===== src/rtl/bseq_pkg.sv =====
package bseq_pkg;
    typedef enum logic {
        ORD_LINEAR     = 1'b0,
        ORD_INTERLEAVE = 1'b1
    } order_e;
endpackage


===== src/rtl/bseq_load_ctl.sv =====
module bseq_load_ctl (
    input  logic ads_proc_n,
    input  logic ads_ctrl_n,
    input  logic ce_n,
    input  logic adv_n,
    output logic load,
    output logic step
);
    logic proc_hit;
    logic ctrl_hit;

    always_comb begin
        // processor strobe only counts while the chip is enabled
        proc_hit = !ads_proc_n && !ce_n;
        ctrl_hit = !ads_ctrl_n;
        load     = proc_hit || ctrl_hit;
        // a load always wins over stepping
        step     = !load && !adv_n;
    end
endmodule


===== src/rtl/bseq_beat_ctr.sv =====
module bseq_beat_ctr #(
    parameter int CW = 2
) (
    input  logic          clk,
    input  logic          rst_n,
    input  logic          load,
    input  logic          step,
    output logic [CW-1:0] cnt
);
    typedef struct packed {
        logic [CW-1:0] cnt;
    } ctr_t;

    ctr_t ctr_d, ctr_q;

    always_comb begin
        ctr_d = ctr_q;
        if (load) begin
            ctr_d.cnt = '0;
        end else if (step) begin
            ctr_d.cnt = ctr_q.cnt + CW'(1);
        end
    end

    always_ff @(posedge clk) begin
        if (!rst_n) begin
            ctr_q <= '0;
        end else begin
            ctr_q <= ctr_d;
        end
    end

    assign cnt = ctr_q.cnt;


    load_clears_chk: assert property (@(posedge clk) disable iff (!rst_n)
        load |=> (cnt == '0));


    step_incr_chk: assert property (@(posedge clk) disable iff (!rst_n)
        (!load && step) |=> (cnt == $past(cnt) + CW'(1)));


    idle_hold_chk: assert property (@(posedge clk) disable iff (!rst_n)
        (!load && !step) |=> $stable(cnt));
endmodule


===== src/rtl/bseq_order_map.sv =====
module bseq_order_map
    import bseq_pkg::*;
#(
    parameter int CW = 2
) (
    input  logic [CW-1:0] start_lo,
    input  logic [CW-1:0] cnt,
    input  logic          order_sel,
    output logic [CW-1:0] cur_lo
);
    order_e ord;

    always_comb begin
        ord = order_e'(order_sel);
        if (ord == ORD_INTERLEAVE) begin
            cur_lo = start_lo ^ cnt;
        end else begin
            cur_lo = start_lo + cnt;
        end
    end


    always_comb begin
        if (order_sel) begin
            ilv_self_inverse_chk: assert ((cur_lo ^ cnt) == start_lo);
        end
    end
endmodule


===== src/rtl/burst_seq.sv =====
module burst_seq #(
    parameter int AW = 20,
    parameter int BW = 2
) (
    input  logic          clk,
    input  logic          rst_n,
    input  logic          ads_proc_n,
    input  logic          ads_ctrl_n,
    input  logic          ce_n,
    input  logic          adv_n,
    input  logic          order_sel,
    input  logic [AW-1:0] addr_in,
    output logic [AW-1:0] addr_out,
    output logic [BW-1:0] beat,
    output logic          sel
);
    localparam int HW = AW - BW;

    typedef struct packed {
        logic [AW-1:0] base;
        logic          sel;
    } cap_t;

    cap_t cap_d, cap_q;

    logic          load;
    logic          step;
    logic [BW-1:0] cnt;
    logic [BW-1:0] cur_lo;

    bseq_load_ctl u_ctl (
        .ads_proc_n (ads_proc_n),
        .ads_ctrl_n (ads_ctrl_n),
        .ce_n       (ce_n),
        .adv_n      (adv_n),
        .load       (load),
        .step       (step)
    );

    bseq_beat_ctr #(.CW(BW)) u_ctr (
        .clk   (clk),
        .rst_n (rst_n),
        .load  (load),
        .step  (step),
        .cnt   (cnt)
    );

    bseq_order_map #(.CW(BW)) u_map (
        .start_lo  (cap_q.base[BW-1:0]),
        .cnt       (cnt),
        .order_sel (order_sel),
        .cur_lo    (cur_lo)
    );

    always_comb begin
        cap_d = cap_q;
        if (load) begin
            cap_d.base = addr_in;
            cap_d.sel  = !ce_n;
        end
    end

    always_ff @(posedge clk) begin
        if (!rst_n) begin
            cap_q <= '0;
        end else begin
            cap_q <= cap_d;
        end
    end

    assign addr_out = {cap_q.base[AW-1:BW], cur_lo};
    assign beat     = cnt;
    assign sel      = cap_q.sel;


    proc_gated_chk: assert property (@(posedge clk) disable iff (!rst_n)
        (!ads_proc_n && ce_n && ads_ctrl_n) |=> ($stable(sel) && $stable(addr_out[AW-1:BW])));


    ctrl_sel_chk: assert property (@(posedge clk) disable iff (!rst_n)
        !ads_ctrl_n |=> (sel == !$past(ce_n)));


    upper_hold_chk: assert property (@(posedge clk) disable iff (!rst_n)
        !load |=> $stable(addr_out[AW-1:BW]));


    proc_load_chk: assert property (@(posedge clk) disable iff (!rst_n)
        (!ads_proc_n && !ce_n) |=> (sel && addr_out[AW-1:BW] == $past(addr_in[AW-1:BW])));

    initial begin
        // HW must leave room for upper bits
        width_ok_chk: assert (HW > 0);
    end
endmodule


===== config.mk =====
export PLATFORM = sky130hd
export DESIGN_NAME = burst_seq
export DESIGN_NICKNAME = d
export VERILOG_FILES = /design/src/rtl/bseq_pkg.sv /design/src/rtl/bseq_load_ctl.sv /design/src/rtl/bseq_beat_ctr.sv /design/src/rtl/bseq_order_map.sv /design/src/rtl/burst_seq.sv
export SDC_FILE = /design/constraint.sdc
export NUM_CORES = 1
export LEC_CHECK = 0
export ABC_AREA = 1
export BUFFER_PORTS_ARGS = -buffer_cell sky130_fd_sc_hd__buf_4
export CORE_MARGIN = 10
export CORE_UTILIZATION = 47
export CTS_CLUSTER_DIAMETER = 60
export DETAILED_ROUTE_END_ITERATION = 10
export GPL_TIMING_DRIVEN = 0
export PLACE_DENSITY = 0.85
export SLEW_MARGIN = 20
export SYNTH_ARGS = -nofsm -noshare
export SYNTH_HDL_FRONTEND = slang
export SYNTH_HIERARCHICAL = 1
export SYNTH_SLANG_ARGS = --single-unit
export TNS_END_PERCENT = 5

===== constraint.sdc =====
create_clock -name clk -period 1.2 [get_ports clk]
set_clock_uncertainty 0.05 [all_clocks]
set_input_delay 0.12 -clock clk [delete_from_list [all_inputs] [get_ports clk]]
set_output_delay 0.12 -clock clk [all_outputs]
set_load 0.03 [all_outputs]

==> results.toml, run 1 <==
[status]
status = "finished, violations left"
violations = "negative setup slack"

[synth]
yosys_warnings = 6
avgSynthCellArea_um2 = 6.57
synth_area_leaders = "dfxtp_1, nand2_1, nor2_1"
ys_dominant_reg_cell = "dfxtp_1"
post_synth_num_cell_types = 13
async_reset_ff_share_pct = 0
synth-seq-cells = 23
synth_commonest_cells = "nand2_1, nor2_1, inv_1"
synth_fp_nets = 212
yosysTopAreaCell = "dfxtp_1"
synth.cell_area_mm2 = 0.00121
synth_edf_count = 0
yosysTopAreaCellShare_pct = 38.1
synth_most_common_cell = "nand2_1"
synthCells = 184
seq_area_frac_synth_pct = 38.1

[placed_design]
dp_hpwl_mm = 2.07
dpl.cell_count = 263
dpl_cell_area_mm2 = 0.00162
gp_congestion = 0.717
portBuffers = 49
place_ws_ns = -0.0959

[cells_and_area]
drive_gt1_share_pct = 36.4
n_antenna_cell = 0
finalNonFillerCells = 269
fin_nets = 268
final_design_area_no_fill_mm2 = 0.00169
area_growth_pct = 39.5

[power_and_ir_drop]
clockPowerShare_pct = 20.3
leakage_uw = 0.000996
switching_share_pct = 30.1
p_total_uw = 1730
vdd_drop_max_mv = 0.811
comb_power_share_pct = 30.8
p_sw_uw = 522
power_frac_seq_pct = 49.0
p_per_area_mw_per_mm2 = 1030
intPower_uw = 1210

[global_route]
grt_overflow_total = 0
antenna_found_initial = 0
track_usage_pct = 9.80
grt_pass1_vias = 989
grt_max_degree = 13
grt_pass1_wl_mm = 4.31

[worst_setup_path]
reg2reg_from = "u_ctr/cnt[0]"
cp_top_family = "flip-flops"
critPathMaxStageDelay_ns = 0.38
end_kind = "output pin"
path_class = "register to output pin"
crit_buf_inv = 3
startpoint_type = "register"
cp_max_fo = 2
worstSetupStartpoint = "u_ctr/cnt[0]"
cpMaxStageDelayCell = "dfxtp_4"
crit_chain = "ha_4 > inv_2 > nor2_2 > nand3_1 > nand2_1 > inv_1 > buf_6"
cp_data_arrival_time_ns = 1.20
crit_required_ns = 1.03

[clocking]
cts.htree.levels = 1
cts.sinks = 23
clk_pin_slew_ns = 0.12
cts_tree = "done"
clockBufferDepth = 2
cts_buffers = 3
cts-root-buf = "clkbuf_4"
clk_latency_ns = 0.30

[detailed_routing]
viasPerCell = 4.06
first_pass_iters = 4
drc = 0
first_iter_violations = 82
drtAntennaViolNets = 0
vias = 1093
wire_per_inst_um = 9.86
wl_mm = 2.65

[floorplan]
chipHeight_um = 70.7
num_rows = 18
core_mm2 = 0.00245
start_util_pct = 49.2
die-area_mm2 = 0.00500
num_io_pins = 50
die_w_um = 70.7

[timing]
finalHoldViolations = 0
post-route-min-period_ns = 1.37
period_share_pct = 114
fmaxAchievable_mhz = 728
setup_ws_ns = -0.174
setup_viol = 2
holdWs_ns = 0.0179
grt_setup_unrepaired = "yes"
maxSlewHeadroom_pct = 69.4
maxSlewViolCount = 0
worst_slew_pin_slew_ns = 0.455

[hold_path]
min-delay-start = "rst_n"
hold_path_class = "input port to register"

[job]
maxCapViolations = 0
sequential cells by signal (all words and copies together), names as in the netlist:
| name | count |
|---|---|
| addr_out | 18 |
| sel | 1 |
| u_ctr/cnt | 2 |
| cap_q | 2 |
per-layer routing:
layer | share of wire (%) | vias to the layer above | routed length [um] | track usage, %
li1 | - | 616 | - | -
met5 | 0 | - | 0 | 0
met2 | 46 | 33 | 1230 | 15.9
met3 | 11 | 0 | 279 | 5.30
met4 | 0 | 0 | 0 | 1.51
met1 | 43 | 444 | 1140 | 11.3
worst reg2reg max path, delay by kind of cell (launching register included):
family | cells | cell delay, ns
simple gates | 1 | 0.06
compound gates | 1 | 0.13
buf+inv | 1 | 0.15
flops | 1 | 0.37
layout by cell type, fill, tap and decap left out:
| cell type | count |
|---|---|
| inv_2 | 1 |
| dfxtp_4 | 1 |
| ha_4 | 1 |
| a21oi_1 | 1 |
| inv_1 | 29 |
| clkbuf_1 | 1 |
| buf_4 | 68 |
| dlygate4sd3_1 | 1 |
| nor2_1 | 44 |
| o21ai_0 | 1 |
| clkbuf_4 | 3 |
| dfxtp_2 | 2 |
| nor2_4 | 1 |
| dfxtp_1 | 20 |
| nand3_1 | 3 |
| nor2_2 | 2 |
| nand2_1 | 52 |
| buf_6 | 7 |
| nor3_2 | 1 |
logic make-up after synthesis:
family / after synthesis / share of synthesized area (%)
AOI/OAI and AO/OA: 2 / 0.827
adders and majority gates: 1 / 1.04
buffers and inverters: 55 / 26.4
DFF: 23 / 38.1
and+or+nand+nor: 103 / 33.6
final timing paths:
| kind | to | slack, ns | cells past startpoint |
|---|---|---|---|
| min reg2reg | addr_out[14] | 0.43 | 2 |
| max reg2reg | u_ctr/cnt[1] | 0.35 | 3 |
| max | addr_out[1] | -0.17 | 7 |
| min | addr_out[17] | 0.02 | 3 |
per-stage QoR:
stage               utilization, %  setup TNS, ns
floorplan                        -              0
global placement              65.8          -1.37
detailed placement            65.8          -1.59
CTS                           68.6         -0.231
global route                  68.7         -0.303
finish                        68.7         -0.187
power by group through the flow:
stage               combinational [uW]  clock [uW]  sequential (uW)
floorplan                          340           0              867
global placement                   521           0              864
detailed placement                 527           0              867
CTS                                540         374              849
global route                       584         388              856
finish                             533         351              848
cell type report:
cell class	instances	area (um^2)
Buffer	25	206
Clock buffer	4	26.3
Fill cell	247	768
Inverter	30	113
Multi-Input combinational cell	106	444
Sequential cell	23	467
Tap cell	30	37.5
Timing Repair Buffer	51	393
repair_timing:
item,in CTS,in global routing
setup buffers,1,0
hold buffers,1,0
endpoints found under the hold margin,1,0
resized for setup,7,2
endpoints found under the setup margin,2,2
Note: power is estimated with default switching activity, not from simulation.
==> run 2, diff against run 1 <==
--- a/config.mk
+++ b/config.mk
@@ -12,6 +12,7 @@
 export CTS_CLUSTER_DIAMETER = 60
 export DETAILED_ROUTE_END_ITERATION = 10
 export GPL_TIMING_DRIVEN = 0
+export HOLD_SLACK_MARGIN = 0.1
 export PLACE_DENSITY = 0.85
 export SLEW_MARGIN = 20
 export SYNTH_ARGS = -nofsm -noshare
==> run 2 against run 1 <==
Net effect: the run still ends with negative setup slack left; fmax shrank 0.22%; clock power grew 1%; global-route usage grew 2.0 points; cell count grew 8.2%; first-iteration DRC count shrank 48%.
==> results.toml, run 2 (same netlist as run 1, synthesis figures left out) <==
[detailed_routing]
viasPerCell = 4.09
first_iter_violations = 43
drc = 0
vias = 1189
first_pass_iters = 4
wire_per_inst_um = 10.9
wl_mm = 3.16
drtAntennaViolNets = 0

[job]
maxCapViolations = 0

[cells_and_area]
layout_commonest_cell = "buf_4"
largest_reg_flops = 18
area_growth_pct = 58.3
fin_nets = 290
drive_gt1_share_pct = 33.3
n_antenna_cell = 0
finalNonFillerCells = 291
final_core_utilization_pct = 77.9
final_cell_mix = "buf_4, nand2_1, nor2_1"
final_design_area_no_fill_mm2 = 0.00191

[timing]
maxSlewHeadroom_pct = 69.4
setup_ws_ns = -0.177
grt_setup_unrepaired = "yes"
period_share_pct = 115
finalHoldViolations = 0
setup_tns_ns = -0.193
fmaxAchievable_mhz = 726
worst_slew_pin_slew_ns = 0.455
maxSlewViolCount = 0
post-route-min-period_ns = 1.38
setup_viol = 2

[placed_design]
dpl_cell_area_mm2 = 0.00162
gp_congestion = 0.717
portBuffers = 49
place_ws_ns = -0.0959
dpl.cell_count = 263
dp_hpwl_mm = 2.07

[power_and_ir_drop]
leakage_uw = 0.00109
p_per_area_mw_per_mm2 = 944
vdd_drop_max_mv = 0.819

[global_route]
track_usage_pct = 11.8
grt_pass1_wl_mm = 5.14
grt_max_degree = 13
antenna_found_initial = 0
grt_pass1_vias = 1124
grt_overflow_total = 0

[worst_setup_path]
cp_max_fo = 2
critPathMaxStageDelay_ns = 0.38
crit_required_ns = 1.03
cp_data_arrival_time_ns = 1.21
end_kind = "output pin"
crit_chain = "ha_4 > inv_2 > nor2_2 > nand3_1 > nand2_1 > inv_1 > buf_6"
path_class = "register to output pin"
startpoint_type = "register"
cpMaxStageDelayCell = "dfxtp_4"

[clocking]
cts_tree = "done"
clk_latency_ns = 0.30
cts.sinks = 23
clk_pin_slew_ns = 0.12
clockBufferDepth = 2
cts.htree.levels = 1
cts-root-buf = "clkbuf_4"
cts_buffers = 3

[floorplan]
die_w_um = 70.7
die-area_mm2 = 0.00500
chipHeight_um = 70.7
num_io_pins = 50
start_util_pct = 49.2
core_mm2 = 0.00245
num_rows = 18

[status]
violations = "negative setup slack"
status = "finished, violations left"

[hold_path]
hold_path_class = "input port to register"
[run 2: changes by cell type in the layout (fill, tap and decap cells not counted), sizes merged]
cell / previous run / this run
dlygate4sd3: 1 / 23
[run 2: worst paths after layout]
check	from	endpoint	slack (ns)	depth (start not counted)
worst max-delay path	u_ctr/cnt[0]	addr_out[1]	-0.18	7
worst min-delay path	ads_ctrl_n	u_ctr/cnt[1]	0.21	5
worst min register to register	addr_out[12]	addr_out[12]	0.43	2
worst max register to register	u_ctr/cnt[0]	u_ctr/cnt[1]	0.35	3
[run 2: final cells by class]
| type | instances | area (um^2) |
|---|---|---|
| timing repair buffer | 73 | 613 |
| fill | 195 | 542 |
| clock buffer | 4 | 26.3 |
| inverter | 30 | 113 |
| multi-input combinational | 106 | 450 |
| tap | 30 | 37.5 |
| sequential | 23 | 467 |
| buffer | 25 | 206 |
[run 2: through the flow]
| step | hold WS, ns | power, uW |
|---|---|---|
| after floorplan | 0.190 | 1210 |
| after global placement | 0.319 | 1380 |
| after detailed placement | 0.333 | 1390 |
| after CTS | 0.177 | 1820 |
| after global routing | 0.228 | 1910 |
| final | 0.207 | 1810 |
[run 2: timing repair]
action,4_1_cts,5_1_grt
endpoints found under the setup margin,2,3
hold buffers,23,0
gates cloned,0,0
hold endpoints to repair,23,0
setup buffers,1,0
gates resized for setup,7,3
[run 2: metal layers]
metal / global-route usage (%) / wire [um] / up-vias
met1: 12.4 / 1280 / 498
met3: 4.18 / 241 / 0
met5: 0 / 0 / -
met4: 1.29 / 0 / 0
met2: 22.7 / 1640 / 33
li1: - / - / 658
[run 2: where the power goes]
group          internal (uW)  switching, uW  total (uW)  leakage (uW)
Sequential               818           30.6         849      0.000193
Combinational            310            292         602      0.000883
Clock                    129            226         356     0.0000150
[run 2: critical path: cells and delay by family (launching register included)]
family,cells,cell delay [ns]
buffers and inverters,3,0.20
adders and majority gates,1,0.13
DFF,1,0.38
and+or+nand+nor,3,0.18
